**src/rtl/qdw_pkg.sv**
```systemverilog
package qdw_pkg;

  typedef enum logic [1:0] {
    ST_IDLE   = 2'd0,
    ST_SETUP  = 2'd1,
    ST_STROBE = 2'd2,
    ST_HOLD   = 2'd3
  } qdw_state_e;

  // whole cycles covering a time, never fewer than one
  function automatic int cycles_for(input int time_ps, input int period_ps);
    int r;
    r = (time_ps + period_ps - 1) / period_ps;
    return (r < 1) ? 1 : r;
  endfunction

  function automatic int max2(input int a, input int b);
    return (a > b) ? a : b;
  endfunction

endpackage

```
**src/rtl/qdw_interval.sv**
```systemverilog
module qdw_interval #(
  parameter int CNT_W = 4
) (
  input  logic             clk,
  input  logic             rst,
  input  logic             load,
  input  logic [CNT_W-1:0] load_val,
  output logic             expired
);
  logic [CNT_W-1:0] cnt_q;

  always_ff @(posedge clk) begin
    if (rst)
      cnt_q <= '0;
    else if (load)
      cnt_q <= load_val;
    else if (cnt_q != '0)
      cnt_q <= cnt_q - 1'b1;
  end

  assign expired = (cnt_q == '0);
endmodule

```
**src/rtl/qdw_seq.sv**
```systemverilog
module qdw_seq
  import qdw_pkg::*;
#(
  parameter int DATA_W    = 8,
  parameter int SEL_W     = 2,
  parameter int SETUP_CYC = 1,
  parameter int PULSE_CYC = 13,
  parameter int HOLD_CYC  = 3
) (
  input  logic              clk,
  input  logic              rst,
  input  logic              req_valid,
  output logic              req_ready,
  input  logic [SEL_W-1:0]  req_chan,
  input  logic [DATA_W-1:0] req_code,
  output logic [DATA_W-1:0] dac_data,
  output logic [SEL_W-1:0]  dac_sel,
  output logic              dac_wr_n,
  output logic              done
);
  localparam int MAX_CYC = max2(max2(SETUP_CYC, PULSE_CYC), HOLD_CYC);
  localparam int CNT_W   = (MAX_CYC < 2) ? 1 : $clog2(MAX_CYC);
  localparam logic [CNT_W-1:0] SETUP_LD = CNT_W'(SETUP_CYC - 1);
  localparam logic [CNT_W-1:0] PULSE_LD = CNT_W'(PULSE_CYC - 1);
  localparam logic [CNT_W-1:0] HOLD_LD  = CNT_W'(HOLD_CYC - 1);

  qdw_state_e       state_q;
  logic             accept;
  logic             ld;
  logic [CNT_W-1:0] ld_val;
  logic             expired;

  assign req_ready = (state_q == ST_IDLE);
  assign accept    = req_valid && req_ready;
  assign done      = (state_q == ST_HOLD) && expired;

  qdw_interval #(.CNT_W(CNT_W)) u_interval (
    .clk      (clk),
    .rst      (rst),
    .load     (ld),
    .load_val (ld_val),
    .expired  (expired)
  );

  always_comb begin
    ld     = 1'b0;
    ld_val = SETUP_LD;
    unique case (state_q)
      ST_IDLE:   begin ld = accept;  ld_val = SETUP_LD; end
      ST_SETUP:  begin ld = expired; ld_val = PULSE_LD; end
      ST_STROBE: begin ld = expired; ld_val = HOLD_LD;  end
      default:   begin ld = 1'b0;    ld_val = SETUP_LD; end
    endcase
  end

  always_ff @(posedge clk) begin
    if (rst) begin
      state_q  <= ST_IDLE;
      dac_data <= '0;
      dac_sel  <= '0;
      dac_wr_n <= 1'b1;
    end else begin
      unique case (state_q)
        ST_IDLE: if (accept) begin
          dac_data <= req_code;
          dac_sel  <= req_chan;
          state_q  <= ST_SETUP;
        end
        ST_SETUP: if (expired) begin
          dac_wr_n <= 1'b0;
          state_q  <= ST_STROBE;
        end
        ST_STROBE: if (expired) begin
          dac_wr_n <= 1'b1;
          state_q  <= ST_HOLD;
        end
        default: if (expired) state_q <= ST_IDLE;
      endcase
    end
  end

  // checker state: edges since reset and length of the current low run
  logic             armed_q;
  logic [CNT_W:0]   low_run_q;
  always_ff @(posedge clk) begin
    if (rst) begin
      armed_q   <= 1'b0;
      low_run_q <= '0;
    end else begin
      armed_q   <= 1'b1;
      low_run_q <= dac_wr_n ? '0 : low_run_q + 1'b1;
    end
  end

  AST_BUS_FROZEN_LOW: assert property (@(posedge clk) disable iff (rst || !armed_q)
    (!dac_wr_n && !$past(dac_wr_n)) |-> ($stable(dac_data) && $stable(dac_sel)));
  AST_BUS_ONLY_ON_ACCEPT: assert property (@(posedge clk) disable iff (rst || !armed_q)
    (!$stable(dac_data) || !$stable(dac_sel)) |-> $past(req_valid && req_ready));
  AST_NOT_READY_IN_STROBE: assert property (@(posedge clk) disable iff (rst)
    !dac_wr_n |-> !req_ready);
  AST_PULSE_BOUND: assert property (@(posedge clk) disable iff (rst)
    !dac_wr_n |-> (low_run_q < (CNT_W+1)'(PULSE_CYC)));
  AST_PULSE_EXACT: assert property (@(posedge clk) disable iff (rst || !armed_q)
    $rose(dac_wr_n) |-> ($past(low_run_q) == (CNT_W+1)'(PULSE_CYC - 1)));
  AST_FALL_NOT_FROM_IDLE: assert property (@(posedge clk) disable iff (rst || !armed_q)
    $fell(dac_wr_n) |-> !$past(req_ready));
endmodule

```
**src/rtl/qdw_shadow.sv**
```systemverilog
module qdw_shadow #(
  parameter int NUM_CH = 4,
  parameter int DATA_W = 8,
  parameter int SEL_W  = 2
) (
  input  logic              clk,
  input  logic              rst,
  input  logic              we,
  input  logic [SEL_W-1:0]  wsel,
  input  logic [DATA_W-1:0] wdata,
  input  logic [SEL_W-1:0]  rsel,
  output logic [DATA_W-1:0] rdata
);
  logic [DATA_W-1:0] mem_q [NUM_CH];

  always_ff @(posedge clk) begin
    if (rst) begin
      for (int i = 0; i < NUM_CH; i++) mem_q[i] <= '0;
      rdata <= '0;
    end else begin
      if (we) mem_q[wsel] <= wdata;
      rdata <= mem_q[rsel];
    end
  end
endmodule

```
**src/rtl/quad_dac_writer.sv**
```systemverilog
module quad_dac_writer
  import qdw_pkg::*;
#(
  parameter int NUM_CH        = 4,
  parameter int DATA_W        = 8,
  parameter int SEL_W         = $clog2(NUM_CH),
  parameter int CLK_PERIOD_PS = 4000,
  parameter int ADDR_SU_PS    = 0,
  parameter int DATA_SU_PS    = 45000,
  parameter int PULSE_PS      = 50000,
  parameter int ADDR_HD_PS    = 0,
  parameter int DATA_HD_PS    = 10000
) (
  input  logic              clk,
  input  logic              rst,
  input  logic              req_valid,
  output logic              req_ready,
  input  logic [SEL_W-1:0]  req_chan,
  input  logic [DATA_W-1:0] req_code,
  input  logic [SEL_W-1:0]  rd_chan,
  output logic [DATA_W-1:0] rd_code,
  output logic [DATA_W-1:0] dac_data,
  output logic [SEL_W-1:0]  dac_sel,
  output logic              dac_wr_n
);
  localparam int SETUP_CYC = cycles_for(ADDR_SU_PS, CLK_PERIOD_PS);
  localparam int PULSE_CYC = cycles_for(max2(PULSE_PS, DATA_SU_PS), CLK_PERIOD_PS);
  localparam int HOLD_CYC  = cycles_for(max2(ADDR_HD_PS, DATA_HD_PS), CLK_PERIOD_PS);

  logic write_done;

  qdw_seq #(
    .DATA_W(DATA_W), .SEL_W(SEL_W),
    .SETUP_CYC(SETUP_CYC), .PULSE_CYC(PULSE_CYC), .HOLD_CYC(HOLD_CYC)
  ) u_seq (
    .clk       (clk),
    .rst       (rst),
    .req_valid (req_valid),
    .req_ready (req_ready),
    .req_chan  (req_chan),
    .req_code  (req_code),
    .dac_data  (dac_data),
    .dac_sel   (dac_sel),
    .dac_wr_n  (dac_wr_n),
    .done      (write_done)
  );

  qdw_shadow #(.NUM_CH(NUM_CH), .DATA_W(DATA_W), .SEL_W(SEL_W)) u_shadow (
    .clk   (clk),
    .rst   (rst),
    .we    (write_done),
    .wsel  (dac_sel),
    .wdata (dac_data),
    .rsel  (rd_chan),
    .rdata (rd_code)
  );

  AST_SHADOW_AFTER_HOLD: assert property (@(posedge clk) disable iff (rst)
    write_done |-> (dac_wr_n && !req_ready));
  AST_READY_DONE_NEXT: assert property (@(posedge clk) disable iff (rst)
    write_done |=> req_ready);
endmodule

```
**config.mk**
```make
export PLATFORM = sky130hd
export DESIGN_NAME = quad_dac_writer
export DESIGN_NICKNAME = d
export VERILOG_FILES = /design/src/rtl/qdw_pkg.sv /design/src/rtl/qdw_interval.sv /design/src/rtl/qdw_seq.sv /design/src/rtl/qdw_shadow.sv /design/src/rtl/quad_dac_writer.sv
export SDC_FILE = /design/constraint.sdc
export NUM_CORES = 1
export LEC_CHECK = 0
export BUFFER_PORTS_ARGS = -buffer_cell sky130_fd_sc_hd__buf_2
export CORE_ASPECT_RATIO = 0.8
export CORE_MARGIN = 4
export CORE_UTILIZATION = 56
export CTS_CLUSTER_DIAMETER = 30
export CTS_CLUSTER_SIZE = 30
export DETAILED_ROUTE_END_ITERATION = 7
export GPL_TIMING_DRIVEN = 0
export PLACE_DENSITY_LB_ADDON = 0.1
export SKIP_CTS_REPAIR_TIMING = 1
export SLEW_MARGIN = 20
export SYNTH_ARGS = -nofsm -noshare
export SYNTH_HDL_FRONTEND = slang
export SYNTH_HIERARCHICAL = 1
export SYNTH_SLANG_ARGS = --single-unit
```
**constraint.sdc**
```tcl
create_clock -name clk -period 2.25 [get_ports clk]
set_input_delay 0.675 -clock clk [delete_from_list [all_inputs] [get_ports clk]]
set_output_delay 0.675 -clock clk [all_outputs]
set_load 0.01 [all_outputs]
```
Word level (Yosys, flattened, before mapping)

Memory sizes are Yosys's and may differ from the RTL's. A register that Yosys moved wholly into a read port is not among the register bits.
Index checks and enable logic that the tools add are counted.

Add/sub/neg operators: 1
Equal/unequal tests: 6
Muxes and demuxes: 20
Reductions and logical operators: 13

Operators by type and width:

| kind                  | count |
|---|---|
| $mux W2               | 5 |
| $mux W1               | 8 |
| $mux W4               | 2 |
| $mux W8               | 1 |
| $pmux W4 S2           | 1 |
| $reduce_or A8 Y1      | 1 |
| $pmux W2 S3           | 1 |
| $reduce_bool A2 Y1    | 3 |
| $eq A2 B2 Y1 const B  | 2 |
| $logic_not A4 Y1      | 1 |
| $ne A2 B1 Y1 const B  | 2 |
| $pmux W1 S2           | 2 |
| $reduce_and A4 Y1     | 1 |
| $reduce_bool A4 Y1    | 1 |
| $sub A4 B1 Y4 const B | 1 |
| $reduce_and A3 Y1     | 1 |
| $eq A2 B1 Y1 const B  | 1 |
| $logic_and A1 B1 Y1   | 2 |
| $logic_not A2 Y1      | 1 |
| $ne A2 B2 Y1 const B  | 1 |
| $reduce_and A2 Y1     | 1 |
| $reduce_or A2 Y1      | 1 |

Flip-flop bits (word level): 17
Bits in writable memories: 32
Output and inout port bits: 20
Word-level logic and storage cells: 46
Memories: 1

Memory list:

| name           | words | width | read ports | clocked after memory_dff | wr ports | RTL line         | source |
|---|---|---|---|---|---|---|---|
| u_shadow.mem_q | 4     | 8     | 1          | 1                        | 4        | qdw_shadow.sv:14 | `logic [DATA_W-1:0] mem_q [NUM_CH];` |

Depth between registers and ports, before layout

Depth after elaboration: 7
Mapped depth: 7
Mapped depth without buffers: 7

Cells and area by module

The synthesis kept the hierarchy.

By module, submodules not included:

| module       | instances | cells each | area an instance (µm²) | sequential area each (µm²) |
|---|---|---|---|---|
| qdw_shadow   | 1         | 112        | 1671.6                 | 1121.1 |
| qdw_seq      | 1         | 70         | 575.6                  | 260.2 |
| qdw_interval | 1         | 24         | 229.0                  | 80.1 |

Worst setup path after synthesis

OpenSTA, ideal clock, no wires.

Kind: reg-to-reg
Start: register u_seq.u_interval.cnt_q[0]
End: memory u_shadow.mem_q[1][0], enable pin
Arrival time: 1.666 ns
Data required time: 1.921 ns
Setup slack: 0.255 ns
Cell stages (with the launch flop): 7
Period minus slack after synthesis: 1.995 ns
Cells stage by stage: dfxtp_1 > inv_1 > ha_1 > nor3b_4 > and2_1 > and4bb_1 > or2_1

RTL lines:

| element                | RTL line           | source |
|---|---|---|
| from (decl)            | qdw_interval.sv:10 | `logic [CNT_W-1:0] cnt_q;` |
| from (signal assigned) | qdw_interval.sv:16 | `cnt_q <= load_val;` |
| from (signal assigned) | qdw_interval.sv:18 | `cnt_q <= cnt_q - 1'b1;` |
| to (decl)              | qdw_shadow.sv:14   |  |

==> impl_metrics.json <==
{
  "status": "complete, no violations",
  "worstSetupPathType": "flip-flop to flip-flop",
  "die_y_microns": 67.5,
  "vias_per_cell": 5.03,
  "syn_inst": 206,
  "rrSetupSlack_ps": 120,
  "antenna_found_initial": 0,
  "seqCellArea_sq_mm": 0.00146,
  "ys_seq_area_share_pct": 59.0,
  "rows": 21,
  "drive_gt1_share_pct": 27.0,
  "drtAntennaViolNets": 0,
  "wirelength_microns": 4370,
  "required_ps": 2280,
  "synth_warnings": 6,
  "grt-ovfl-total": 0,
  "syn_nets": 226,
  "die_area_sq_mm": 0.00556,
  "synth_area_sq_mm": 0.00248,
  "n_antenna_cell": 0,
  "clock_path_buffers": 2,
  "cts_max_level": 3,
  "first_pass_iters": 4,
  "cellLeakagePower_nw": 1.26,
  "clock_latency_ps": 330,
  "hp-class": "flip-flop to flip-flop",
  "yosys.area.top_type": "edfxtp_1",
  "final_common_cell": "buf_2",
  "area_growth_pct": 20.4,
  "portBuffers": 33,
  "p_total_mw": 3.19,
  "multiInputGateArea_sq_um": 951,
  "grt.met1_usage_pct": 25.3,
  "irDropWorstVdd_mv": 0.669,
  "hold_slack_ps": 500,
  "yosysTopAreaCellShare_pct": 38.8,
  "cts_tree": "built",
  "power_density_mw_per_mm2": 1070,
  "vias": 1591,
  "crit_arrival_ps": 2170,
  "grt.busiest_layer": "met1",
  "remaining_drc_errors": 0,
  "yosys-top-cells-area": "edfxtp_1 39%, dfxtp_1 20%, and2_1 8.6%",
  "ys_types": 36,
  "num_io_pins": 35,
  "avgSynthCellArea_sq_um": 12.0,
  "cap_viol_max_count": 0,
  "hold_viol": 0,
  "synth_seq_cells": 57,
  "cts-root-buf": "clkbuf_8",
  "cp-start-kind": "flip-flop",
  "nFillCells": 308,
  "die_x_microns": 82.3,
  "fin_skew_ps": 5.51,
  "grt_pass1_wl_microns": 7010,
  "crit_path_end_kind": "flip-flop",
  "layout.nets": 274,
  "gp_congestion": 0.703,
  "grt_usage_pct": 18.0,
  "grt_start_max_net_pins": 13,
  "cts_buffers": 9,
  "grt_pass1_vias": 1433,
  "drt_iter0_markers": 119,
  "cp_max_fo": 9,
  "max_freq_mhz": 469,
  "setup_viol": 0,
  "fin_crit_sh_pct": 94.7,
  "clk_pin_slew_ps": 60,
  "final_cell_mix": "35 x buf_2, 34 x and2_1, 32 x edfxtp_1",
  "routedWlPerCell_microns": 13.8,
  "clkSinkCount": 57,
  "period_needed_ps": 2130,
  "met3_usage_pct": 8.13,
  "final.setup.tns_ps": 0,
  "core_area_sq_mm": 0.00423,
  "met2_usage_pct": 24.2,
  "start_util_pct": 58.5,
  "dp_hpwl_microns": 3140,
  "slew_violations": 0
}
metal layers:
| layer | routed length [microns] | part of all wire, % |
|---|---|---|
| met5 | 0 | 0 |
| met4 | 14 | 0.32 |
| met3 | 325 | 7.4 |
| met2 | 1900 | 43 |
| met1 | 2130 | 49 |
where the power goes:
group          switching (mW)  leakage (nW)  internal [mW]
logic                   0.412         0.610          0.410
clock network           0.372         0.115          0.671
registers               0.110         0.536           1.22
per-stage QoR:
| step | instances | instance area, sq um | utilization [%] | setup WS, ps |
|---|---|---|---|---|
| detailed placement | 296 | 2710 | 64.1 | -132 |
| CTS | 312 | 2940 | 69.5 | -151 |
| floorplan | 206 | 2480 | - | 255 |
| finish | 316 | 2980 | 70.5 | 118 |
| global placement | 296 | 2710 | 64.1 | -106 |
| global route | 316 | 2980 | 70.5 | -18.3 |
path summary, 6_finish.rpt:
kind,endpoint,cells after the start,from
max,u_shadow/mem_q[1][4],6,u_seq/u_interval/cnt_q[0]
min,u_seq/dac_wr_n,1,u_seq/dac_wr_n
max reg2reg,u_shadow/mem_q[1][4],6,u_seq/u_interval/cnt_q[0]
min reg2reg,u_seq/dac_wr_n,1,u_seq/dac_wr_n
synthesized netlist by cell type, drive strengths merged:
library cell  number
xnor2              2
a2bb2oi            1
and2b              1
nand2b             3
inv                5
or2                4
edfxtp            32
nor3               4
and3b              1
a31o               1
ha                 5
mux2               2
nor2b              2
nand2             27
a21oi             11
nor3b              2
nor4b              1
and2              34
dfxtp             25
buf                5
mux2i             17
clkbuf             3
o32ai              1
o21bai             1
o22ai             10
and4bb             2
nor2               2
conb               1
a221o              1
flip-flops by register name, summed over array words and instances, names as in the netlist:
register                flops
u_seq/dac_data              8
u_seq/dac_sel               2
u_seq/dac_wr_n              1
u_seq/state_q               2
u_seq/u_interval/cnt_q      4
u_shadow/mem_q             32
u_shadow/rdata              8
final cells by class:
type                            instances  area share [%]
Clock buffer                           15            6.63
Sequential cell                        57            49.0
Timing Repair Buffer                   38            6.80
Buffer                                  7            1.60
Clock inverter                          1            1.01
Tap cell                               57            2.39
Multi-Input combinational cell        136            31.9
Inverter                                5           0.630
cells by family after synthesis:
logic type      share of synthesized area [%]
simple gates                             20.2
flops                                    59.0
compound gates                           6.77
mux                                      7.78
buf+inv                                  2.83
fa+ha+maj                                2.53
xor+xnor                                0.708
other cells                             0.151
critical path: stages (launching register included):
cell and delay [ps]:
dfxtp_1 330, inv_1 90, ha_1 200, nor3b_4 310, and2_1 280, and4bb_1 390
or2_4 250
Power figures use the tool's default switching activity.
